## src/rtl/attr_remap_pkg.sv

```systemverilog
// Shared constants and types for the attribute remapper.
// Assumes a 3-bit lookup index (eight table entries) and 2-bit codes.
package attr_remap_pkg;
    localparam int REG_W     = 32;
    localparam int IDX_W     = 3;
    localparam int ENTRIES   = 1 << IDX_W;
    localparam int CODE_W    = 2;
    localparam int SHARE_LSB = 16;
    localparam int OUTER_LSB = 16;

    typedef enum logic [CODE_W-1:0] {
        MT_SO     = 2'b00,
        MT_DEV    = 2'b01,
        MT_NORMAL = 2'b10,
        MT_RSVD   = 2'b11
    } mem_type_e;

    localparam logic [CODE_W-1:0] CA_NC   = 2'b00;
    localparam logic [CODE_W-1:0] CA_WBWA = 2'b01;
    localparam logic [CODE_W-1:0] CA_WT   = 2'b10;
    localparam logic [CODE_W-1:0] CA_WB   = 2'b11;

    localparam logic [REG_W-1:0] TYPE_TBL_RST  = 32'h0063_82A4;
    localparam logic [REG_W-1:0] CACHE_TBL_RST = 32'h40E0_40E0;

    typedef struct packed {
        mem_type_e         mtype;
        logic              share;
        logic [CODE_W-1:0] inner;
        logic [CODE_W-1:0] outer;
    } attr_t;
endpackage

```

## src/rtl/attr_remap_regs.sv

```systemverilog
// Banked table storage with a coprocessor-style access port.
// Decodes the fixed register numbers, checks privilege and picks the bank
// from the world of the request. Responds one cycle after each request.
// Assumes at most one request per cycle.
module attr_remap_regs
    import attr_remap_pkg::*;
#(
    parameter int               DW       = REG_W,
    parameter int               WORLDS   = 2,
    parameter logic [DW-1:0]    TYPE_RST = TYPE_TBL_RST,
    parameter logic [DW-1:0]    CACH_RST = CACHE_TBL_RST
) (
    input  logic                     clk,
    input  logic                     rst_n,
    input  logic                     req,
    input  logic                     wr,
    input  logic [2:0]               op1,
    input  logic [3:0]               crn,
    input  logic [3:0]               crm,
    input  logic [2:0]               op2,
    input  logic [DW-1:0]            wdata,
    input  logic                     priv,
    input  logic                     world,
    output logic                     rsp_valid,
    output logic                     rsp_undef,
    output logic [DW-1:0]            rsp_rdata,
    output logic [WORLDS-1:0][DW-1:0] type_bank,
    output logic [WORLDS-1:0][DW-1:0] cach_bank
);
    localparam logic [2:0] OP1_ID   = 3'd0;
    localparam logic [3:0] MAJOR_ID = 4'd10;
    localparam logic [3:0] MINOR_ID = 4'd2;
    localparam logic [2:0] SEL_TYPE = 3'd0;
    localparam logic [2:0] SEL_CACH = 3'd1;

    logic          addr_hit;
    logic          pick_type;
    logic          granted;
    logic          do_write;
    logic [DW-1:0] read_word;

    // Decode whether the request targets one of the two tables.
    always_comb begin
        pick_type = (op2 == SEL_TYPE);
        addr_hit  = req && (op1 == OP1_ID) && (crn == MAJOR_ID) &&
                    (crm == MINOR_ID) && (pick_type || op2 == SEL_CACH);
        granted   = addr_hit && priv;
        do_write  = granted && wr;
    end

    // Select read data from the bank of the requesting world.
    always_comb begin
        read_word = pick_type ? type_bank[world] : cach_bank[world];
    end

    genvar w;
    generate
        for (w = 0; w < WORLDS; w++) begin : g_bank
            // Hold one world's copy of both tables.
            always_ff @(posedge clk) begin
                if (!rst_n) begin
                    type_bank[w] <= TYPE_RST;
                    cach_bank[w] <= CACH_RST;
                end else if (do_write && (int'(world) == w)) begin
                    if (pick_type) type_bank[w] <= wdata;
                    else           cach_bank[w] <= wdata;
                end
            end
        end
    endgenerate

    // Register the response one cycle after the request.
    always_ff @(posedge clk) begin
        if (!rst_n) begin
            rsp_valid <= 1'b0;
            rsp_undef <= 1'b0;
            rsp_rdata <= '0;
        end else begin
            rsp_valid <= addr_hit;
            rsp_undef <= addr_hit && !priv;
            rsp_rdata <= (granted && !wr) ? read_word : '0;
        end
    end
endmodule

```

## src/rtl/attr_remap_legacy.sv

```systemverilog
// Fixed decode of page-table bits used when remapping is off.
// Pure combinational; assumes the 3-bit extension field plus C, B and S.
module attr_remap_legacy
    import attr_remap_pkg::*;
(
    input  logic [2:0] tex,
    input  logic       c_bit,
    input  logic       b_bit,
    input  logic       s_bit,
    output attr_t      attr
);
    logic [1:0] cb;

    // Map each raw code to its fixed attributes.
    always_comb begin
        cb   = {c_bit, b_bit};
        attr = '{mtype: MT_SO, share: 1'b1, inner: CA_NC, outer: CA_NC};
        if (tex[2]) begin
            attr = '{mtype: MT_NORMAL, share: s_bit, inner: cb, outer: tex[1:0]};
        end else begin
            unique case ({tex[1:0], cb})
                4'b00_01: attr.mtype = MT_DEV;
                4'b00_10: attr = '{mtype: MT_NORMAL, share: s_bit,
                                   inner: CA_WT, outer: CA_WT};
                4'b00_11: attr = '{mtype: MT_NORMAL, share: s_bit,
                                   inner: CA_WB, outer: CA_WB};
                4'b01_00: attr = '{mtype: MT_NORMAL, share: s_bit,
                                   inner: CA_NC, outer: CA_NC};
                4'b01_11: attr = '{mtype: MT_NORMAL, share: s_bit,
                                   inner: CA_WBWA, outer: CA_WBWA};
                4'b10_00: begin
                    attr.mtype = MT_DEV;
                    attr.share = 1'b0;
                end
                default: ;
            endcase
        end
    end
endmodule

```

## src/rtl/attr_remap_lookup.sv

```systemverilog
// Two chained lookups: the type table gives type and shareability, then
// the cacheability table applies only to Normal entries.
// Assumes the tables are stable while a lookup is in use.
module attr_remap_lookup
    import attr_remap_pkg::*;
#(
    parameter int DW   = REG_W,
    parameter int IW   = IDX_W,
    parameter int NENT = 1 << IW
) (
    input  logic [DW-1:0] type_tbl,
    input  logic [DW-1:0] cach_tbl,
    input  logic [IW-1:0] idx,
    output attr_t         attr
);
    logic [CODE_W-1:0] type_slot  [NENT];
    logic              share_slot [NENT];
    logic [CODE_W-1:0] in_slot    [NENT];
    logic [CODE_W-1:0] out_slot   [NENT];
    logic              unused_type_hi;

    assign unused_type_hi = ^type_tbl[DW-1:SHARE_LSB+NENT];

    genvar i;
    generate
        for (i = 0; i < NENT; i++) begin : g_slot
            // Slice entry i out of both tables.
            always_comb begin
                type_slot[i]  = type_tbl[CODE_W*i +: CODE_W];
                share_slot[i] = type_tbl[SHARE_LSB + i];
                in_slot[i]    = cach_tbl[CODE_W*i +: CODE_W];
                out_slot[i]   = cach_tbl[OUTER_LSB + CODE_W*i +: CODE_W];
            end
        end
    endgenerate

    // Chain stage one into stage two.
    always_comb begin
        attr.share = share_slot[idx];
        attr.inner = CA_NC;
        attr.outer = CA_NC;
        case (type_slot[idx])
            MT_NORMAL: begin
                attr.mtype = MT_NORMAL;
                attr.inner = in_slot[idx];
                attr.outer = out_slot[idx];
            end
            MT_DEV:  attr.mtype = MT_DEV;
            default: attr.mtype = MT_SO;
        endcase
    end
endmodule

```

## src/rtl/attr_remap_top.sv

```systemverilog
// Top of the attribute remapper: banked tables, two-stage lookup and
// a fixed-decode bypass. The non-secure bit passes straight through.
// Assumes world_ns reflects the current world for both ports.
module attr_remap_top
    import attr_remap_pkg::*;
(
    input  logic        clk,
    input  logic        rst_n,
    input  logic        reg_req,
    input  logic        reg_wr,
    input  logic [2:0]  reg_op1,
    input  logic [3:0]  reg_crn,
    input  logic [3:0]  reg_crm,
    input  logic [2:0]  reg_op2,
    input  logic [31:0] reg_wdata,
    input  logic        reg_priv,
    input  logic        world_ns,
    output logic        rsp_valid,
    output logic        rsp_undef,
    output logic [31:0] rsp_rdata,
    input  logic        remap_en,
    input  logic [2:0]  tex,
    input  logic        c_bit,
    input  logic        b_bit,
    input  logic        s_bit,
    input  logic        ns_in,
    output logic [1:0]  mem_type,
    output logic        shareable,
    output logic [1:0]  inner,
    output logic [1:0]  outer,
    output logic        ns_out
);
    localparam int NWORLD = 2;

    logic [NWORLD-1:0][REG_W-1:0] type_bank;
    logic [NWORLD-1:0][REG_W-1:0] cach_bank;
    logic [IDX_W-1:0]             idx;
    attr_t                        remap_attr;
    attr_t                        raw_attr;
    attr_t                        final_attr;

    attr_remap_regs #(.DW(REG_W), .WORLDS(NWORLD)) u_regs (
        .clk       (clk),
        .rst_n     (rst_n),
        .req       (reg_req),
        .wr        (reg_wr),
        .op1       (reg_op1),
        .crn       (reg_crn),
        .crm       (reg_crm),
        .op2       (reg_op2),
        .wdata     (reg_wdata),
        .priv      (reg_priv),
        .world     (world_ns),
        .rsp_valid (rsp_valid),
        .rsp_undef (rsp_undef),
        .rsp_rdata (rsp_rdata),
        .type_bank (type_bank),
        .cach_bank (cach_bank)
    );

    assign idx = {tex[0], c_bit, b_bit};

    attr_remap_lookup #(.DW(REG_W), .IW(IDX_W)) u_lookup (
        .type_tbl (type_bank[world_ns]),
        .cach_tbl (cach_bank[world_ns]),
        .idx      (idx),
        .attr     (remap_attr)
    );

    attr_remap_legacy u_legacy (
        .tex   (tex),
        .c_bit (c_bit),
        .b_bit (b_bit),
        .s_bit (s_bit),
        .attr  (raw_attr)
    );

    // Choose remapped or fixed-decode attributes.
    always_comb begin
        final_attr = remap_en ? remap_attr : raw_attr;
    end

    assign mem_type  = final_attr.mtype;
    assign shareable = final_attr.share;
    assign inner     = final_attr.inner;
    assign outer     = final_attr.outer;
    assign ns_out    = ns_in;
endmodule

```

## config.mk

```make
export PLATFORM = sky130hd
export DESIGN_NAME = attr_remap_top
export DESIGN_NICKNAME = d
export VERILOG_FILES = /design/src/rtl/attr_remap_pkg.sv /design/src/rtl/attr_remap_regs.sv /design/src/rtl/attr_remap_legacy.sv /design/src/rtl/attr_remap_lookup.sv /design/src/rtl/attr_remap_top.sv
export SDC_FILE = /design/constraint.sdc
export NUM_CORES = 1
export LEC_CHECK = 0
export ABC_AREA = 1
export BUFFER_PORTS_ARGS = -buffer_cell sky130_fd_sc_hd__buf_4
export CAP_MARGIN = 20
export CORE_AREA = 4 4 119 121
export DETAILED_ROUTE_END_ITERATION = 6
export DIE_AREA = 0 0 123 125
export GPL_ROUTABILITY_DRIVEN = 0
export MAX_ROUTING_LAYER = met4
export PLACE_DENSITY = 0.84
export SETUP_SLACK_MARGIN = 0.05
export SYNTH_ARGS = -nofsm -noshare
export SYNTH_HDL_FRONTEND = slang
export SYNTH_SLANG_ARGS = --single-unit
```

## constraint.sdc

```tcl
create_clock -name clk -period 3.2 [get_ports clk]
set_input_delay 0.64 -clock clk [delete_from_list [all_inputs] [get_ports clk]]
set_output_delay 0.64 -clock clk [all_outputs]
set_load 0.005 [all_outputs]
```

==> results of run 1 <==
-- through the flow --
stage               std cells  power, mW  area, um^2  util (%)
floorplan                1220       2.29        8070         -
global placement         1431       2.43        8770      67.0
detailed placement       1431       2.44        8770      67.0
CTS                      1462       4.40        9350      71.5
global route             1462       4.53        9350      71.5
finish                   1462       4.42        9350      71.5
-- power breakdown --
part           internal [mW]  total (mW)  switching [mW]
Clock                   1.21        2.01           0.806
Sequential              2.02        2.02      0.00000734
Combinational          0.135       0.388           0.253
-- cell families after synthesis --
group,share of synthesized area [%]
mux,1.41
buf+inv,10.1
flops,40.2
compound gates,6.52
simple gates,41.7
-- path summary, 6_finish.rpt --
kind	start	to	slack, ps
hold / removal	reg_priv	u_regs.rsp_undef	430
setup / recovery	world_ns	mem_type[1]	370
hold reg to reg	u_regs.cach_bank[37]	u_regs.cach_bank[37]	470
setup reg to reg	u_regs.cach_bank[50]	u_regs.rsp_rdata[18]	1820
-- cell type report --
class                      instances  area [um^2]
clock buffer                      23          478
clock inverter                     8          104
fill                            1088         3730
inverter                          89          334
multi-input combinational        882         4010
sequential                       162         3240
tap                              176          220
timing repair buffer             122          966
-- registers in the layout (all words and copies together), names as in the netlist --
register / flops
u_regs.type_bank: 64
u_regs.cach_bank: 64
u_regs.rsp_undef: 1
u_regs.rsp_valid: 1
u_regs.rsp_rdata: 32
-- Yosys cell counts, types with 2 or more instances --
master / instances
inv_2: 3
inv_1: 85
clkbuf_1: 13
buf_2: 37
buf_4: 13
buf_6: 8
nor2_1: 233
or2_2: 9
o21a_1: 11
nand3_1: 54
mux2_2: 3
nor2_2: 2
nand4_1: 99
nand2_1: 369
nand3_2: 4
a21oi_1: 32
nor2_4: 5
o211ai_1: 14
o21ai_0: 31
buf_1: 16
mux2i_1: 8
dfxtp_1: 162
nand4_2: 2
-- metal layers --
layer  vias to the layer above  wire length (um)  GRT usage [%]
met5                         -                 0              -
met3                        60              2430           6.14
met2                       435             10300           44.5
met4                         0               701           12.2
li1                       4013                 -              -
met1                      3812             10000           44.3
==> results by group, run 1 <==
Hold path
  • Worst Hold Depth: 2
  • Min-delay worst type: input pin to register

Final layout
  • Commonest non-fill, non-tap cell in the layout: nand2_1
  • ANT cells: 0
  • Nets@finish: 1334
  • Area Overhead vs Synth: 15.9%
  • Most frequent cells in the layout: nand2_1, nor2_1, dfxtp_1, buf_4, nand4_1
  • Layout cell share with drive strength beyond 1: between 10% and 20%

Global routing
  • GRT Overall Usage: around a third
  • Vias in the first global route: 7424
  • Gr ovfl total: 0
  • Global-route wire length before repair: 37.7 mm
  • Pin count of the biggest net entering global routing: 97
  • Initial antenna violation count: 0

Place
  • Worst slack, placed: 401 ps
  • Dpl hpwl: 15.3 mm
  • Port buffer count: 99

Synth
  • Synth cell types: 30
  • Mapped cell area: 8070 um^2
  • Post-Synthesis Cells: 1220
  • Synth top area share: 40.2%
  • Synth area leaders: dfxtp_1, nand2_1, nor2_1, nand4_1, inv_1
  • Largest area contributor in the netlist: dfxtp_1
  • Syn avg cell area: 6.61 um^2
  • Synth warn: 0
  • Number of synthesized flops with an enable pin: 0
  • Sequential share of the synthesized area: 40.2%
  • Synthesis-stage register bit count: 162
  • Post-Syn Nets: between 1000 and 1500
  • Async SR Flop Fraction: 0%
  • Most common flop cell mapped by yosys: dfxtp_1

Clock tree
  • Cts repair resizes: 0
  • Total clock buffers created by CTS: 17
  • Post-CTS Hold Buffers: 0
  • Sink Count: 162
  • Max Root-Sink Buffers: 2
  • Clock transition at path regs: 60 ps
  • Worst-skew pair later-pin latency: around 430 ps
  • CTS H-tree depth: 4
  • Root Buffer: clkbuf_16
  • Post-CTS setup buffer count: 0
  • CTS tree: yes

STA
  • Min Hold Slack: 425 ps
  • Final WS setup: between 300 and 400 ps
  • Minimum clock period: 2830 ps
  • Relative slew slack: 45.7%
  • Worst-Margin Slew: 806 ps
  • Final period utilization: about nine tenths
  • Peak Freq: 353 MHz
  • Layout Skew: 14.0 ps
  • Final setup viols: 0
  • TNS Setup: 0 ps
  • Final Max Slew Viols: 0
  • RSZ-0062 raised after global routing: false
  • Final Hold Viols: 0

Routing
  • DRT Pass-1 Iters: 6
  • Detailed-route wire length per cell: 16.0 um
  • DR iter-0 viols: 995
  • Drt via density: 5.69
  • Total Wirelength: 23.4 mm
  • Residual DRC count: 0
  • Detailed-route via count: 8320
  • ANT nets after route: 0

Outcome
  • Status: completed

Setup path
  • Worst path slowest cell: buf_12
  • Cell family with most CP delay: simple AND/OR/NAND/NOR gates
  • CP max FO: 80
  • Slowest Stage Delay on Critical Path: 300 ps
  • Setup Crit Path Kind: input pin to primary output
  • Register-to-Register Path Depth: 3
  • Number of cells on the critical path: 11
  • CP arrival: between 2000 and 2500 ps
  • Startpoint Class: input pin
  • WP data required: approximately 2600 ps
  • Endpoint type of the worst setup path: primary output
  • Worst-path cell chain: buf_4 -> buf_12 -> o21ai_0 -> nor2_1 -> nor2_1 -> nand2_1 -> nand2_1 -> nor2_1 -> nand2_1 -> o21ai_0 -> buf_4
  • CP Buf/Inv Count: 3

Pwr
  • PD cells: 472 nW/um^2
  • VDD IR max: 406 uV
  • Leak: about 4.3 nW

Floorplan
  • Core footprint: about 13000 um^2
  • Ports: between 100 and 150
  • Chip height: 125 um
  • Die area: around 15000 um^2
  • Initial Util: a little over 60%
  • Rows: 42
  • Die X: 123 um

Job
  • Max Cap Violations: 0
No activity file was read; power rests on OpenSTA's default activity.
==> inputs of run 2 (changes only) <==
--- a/config.mk
+++ b/config.mk
@@ -8,12 +8,13 @@
 export ABC_AREA = 1
 export BUFFER_PORTS_ARGS = -buffer_cell sky130_fd_sc_hd__buf_4
 export CAP_MARGIN = 20
-export CORE_AREA = 4 4 119 121
+export CORE_AREA = 4 4 117 119
+export CTS_BUF_LIST = sky130_fd_sc_hd__clkbuf_8
 export DETAILED_ROUTE_END_ITERATION = 6
-export DIE_AREA = 0 0 123 125
+export DIE_AREA = 0 0 121 123
 export GPL_ROUTABILITY_DRIVEN = 0
 export MAX_ROUTING_LAYER = met4
-export PLACE_DENSITY = 0.84
+export PLACE_DENSITY = 0.87
 export SETUP_SLACK_MARGIN = 0.05
 export SYNTH_ARGS = -nofsm -noshare
 export SYNTH_HDL_FRONTEND = slang
==> run 2 against run 1 <==
Net effect: the flow now finishes with violations (design-rule violations); fmax is essentially flat; hold slack lost 33 ps; critical path depth increased by 3; clock-buffer cell count decreased by 6; flip-flop and latch count stayed put; global-route usage increased by 0.10 points; combinational power about the same; clock power fell by 22%; largest cell class unchanged.
==> results by group, run 2 (synthesis results as in run 1) <==
STA
  • Final Max Slew Viols: 0 (unchanged)
  • Minimum clock period: 2830 ps (about the same)
  • TNS Setup: 0 ps (unchanged)
  • Worst-Margin Slew: 787 ps (was 806 ps)
  • Final Hold Viols: 0 (unchanged)
  • Final period utilization: 88.6% (was 88.5%)
  • Layout Skew: 18.9 ps (was 14.0 ps)
  • Relative slew slack: 47.5% (was 45.7%)
  • Peak Freq: 353 MHz (about the same)
  • RSZ-0062 raised after global routing: false (unchanged)
  • Final setup viols: 0 (unchanged)

Hold path
  • Min-delay src: reg_wdata[15] (was reg_priv)
  • Min-delay worst type: input pin to register (unchanged)
  • Hold endpoint: u_regs.type_bank[15] (was u_regs.rsp_undef)
  • Worst Hold Depth: 3 (was 2)

Setup path
  • Worst R2R Start: u_regs.cach_bank[45] (was u_regs.cach_bank[50])
  • Reg2reg end: u_regs.rsp_rdata[13] (was u_regs.rsp_rdata[18])
  • Endpoint type of the worst setup path: primary output (unchanged)
  • CP max FO: 61 (was 80)
  • WP data required: 2560 ps (about the same)
  • Setup Crit Path Kind: input pin to primary output (unchanged)
  • FF-to-FF setup slack: 1990 ps (was 1820 ps)
  • Startpoint Class: input pin (unchanged)
  • CP arrival: 2190 ps (about the same)
  • Register-to-Register Path Depth: 3 (unchanged)

Floorplan
  • Chip height: 123 um (was 125 um)
  • Die area: 14900 um^2 (was 15400 um^2)
  • Initial Util: 64.2% (was 61.6%)
  • Ports: 102 (unchanged)
  • Rows: 41 (was 42)
  • Die X: 121 um (was 123 um)
  • Core footprint: 12600 um^2 (was 13100 um^2)

Global routing
  • Gr ovfl total: 0 (unchanged)
  • GRT Overall Usage: 31.5% (was 31.4%)
  • Initial antenna violation count: 0 (unchanged)
  • Vias in the first global route: 7244 (was 7424)
  • Pin count of the biggest net entering global routing: 130 (was 97)
  • Global-route wire length before repair: 36.2 mm (was 37.7 mm)

Final layout
  • Area Overhead vs Synth: 14.1% (was 15.9%)
  • Most frequent cells in the layout: nand2_1, nor2_1, dfxtp_1, buf_4, nand4_1 (unchanged)
  • ANT cells: 0 (unchanged)
  • Fillers: 1028 (was 1088)
  • Top Registers: u_regs.cach_bank x64, u_regs.type_bank x64, u_regs.rsp_rdata x32 (unchanged)
  • Nets@finish: 1332 (was 1334)
  • Layout cell share with drive strength beyond 1: 14.1% (was 13.9%)
  • Commonest non-fill, non-tap cell in the layout: nand2_1 (unchanged)

Pwr
  • Net Sw Frac: 26.2% (was 24.0%)
  • Comb pwr share: 9.7% (was 8.8%)
  • VDD IR max: 247 uV (was 406 uV)
  • PD cells: 431 nW/um^2 (was 472 nW/um^2)
  • Total power: 3.97 mW (was 4.42 mW)
  • P_int: 2.93 mW (was 3.36 mW)
  • Leak: 4.24 nW (was 4.31 nW)
  • Flop pwr share: 50.8% (was 45.7%)
  • Clk pwr share: 39.5% (was 45.6%)
  • Switch Pwr: 1.04 mW (was 1.06 mW)

Routing
  • DR iter-0 viols: 1037 (was 995)
  • Detailed-route via count: 8267 (was 8320)
  • Detailed-route wire length per cell: 15.6 um (was 16.0 um)
  • Metal-1 WL: 9.44 mm (was 10.0 mm)
  • Top Metal Used: met4 (unchanged)
  • Residual DRC count: 2 (was 0)
  • DRT Pass-1 Iters: 7 (was 6)
  • Met3 WL post-DR: 2.70 mm (was 2.43 mm)
  • Routed length on met2: 10.0 mm (was 10.3 mm)
  • Total Wirelength: 22.8 mm (was 23.4 mm)
  • ANT nets after route: 0 (unchanged)
  • Drt via density: 5.67 (was 5.69)

Clock tree
  • Worst-skew pair later-pin latency: 480 ps (was 430 ps)
  • Post-CTS setup buffer count: 0 (unchanged)
  • CTS H-tree depth: 4 (unchanged)
  • Max Root-Sink Buffers: 2 (unchanged)
  • Root Buffer: clkbuf_8 (was clkbuf_16)
  • Cts repair resizes: 0 (unchanged)
  • Total clock buffers created by CTS: 17 (unchanged)
  • Post-CTS Hold Buffers: 0 (unchanged)
  • CTS tree: yes (unchanged)
  • Clock transition at path regs: 100 ps (was 60 ps)
  • Sink Count: 162 (unchanged)

Outcome
  • Failing checks: design-rule violations
  • Status: complete, but fails checks (was completed)

Job
  • Max Cap Violations: 0 (unchanged)

Place
  • Port buffer count: 99 (unchanged)
  • Dpl hpwl: 14.9 mm (was 15.3 mm)
==> run 2: stage by stage <==
stage / setup WS [ps] / area (um^2) / std cells / hold WS (ps) / util [%]
after floorplan: 847 / 8070 / 1220 / 434 / -
after global placement: 453 / 8790 / 1425 / 445 / 69.9
after detailed placement: 409 / 8790 / 1425 / 453 / 69.9
after CTS: 403 / 9210 / 1457 / 378 / 73.2
after global routing: 186 / 9210 / 1457 / 385 / 73.2
final: 366 / 9210 / 1457 / 393 / 73.2
==> run 2: how the worst max path moves through the flow <==
stage                       end      from
global placement    mem_type[1]  world_ns
finish              mem_type[1]  world_ns
detailed placement  mem_type[1]  world_ns
floorplan              inner[0]  world_ns
global route        mem_type[1]  world_ns
CTS                 mem_type[1]  world_ns
==> run 2: power by group through the flow <==
| stage | clock network [mW] | logic (mW) | registers, mW |
|---|---|---|---|
| after floorplan | 0 | 0.228 | 2.06 |
| after global placement | 0 | 0.368 | 2.06 |
| after detailed placement | 0 | 0.373 | 2.06 |
| after CTS | 1.57 | 0.375 | 2.01 |
| after global routing | 1.66 | 0.421 | 2.01 |
| final | 1.57 | 0.385 | 2.01 |
==> run 2: critical path, cell delays in order <==
cell and delay [ps]:
buf_4 130, inv_2 70, buf_12 260, nand2_1 80, nand2_1 90, nand2_1 60, nand2_1 90, nor2_1 50
nand2_1 50, nand2_1 70, nor2_1 260, nand2_1 90, o21ai_0 100, buf_4 140
==> run 2: cell type report <==
type	instances	area, um^2	share of cell area (%)
Multi-Input combinational cell	882	4010	43.5
Sequential cell	162	3240	35.2
Timing Repair Buffer	120	988	10.7
Inverter	89	334	3.63
Clock buffer	17	234	2.54
Tap cell	172	215	2.34
Clock inverter	15	184	2.00
==> run 2: routing by layer <==
| metal | GRT usage, % | vias up |
|---|---|---|
| met5 | - | - |
| met4 | 11.4 | 0 |
| met3 | 7.73 | 58 |
| met2 | 45.4 | 456 |
| met1 | 43.2 | 3742 |
| li1 | - | 4011 |
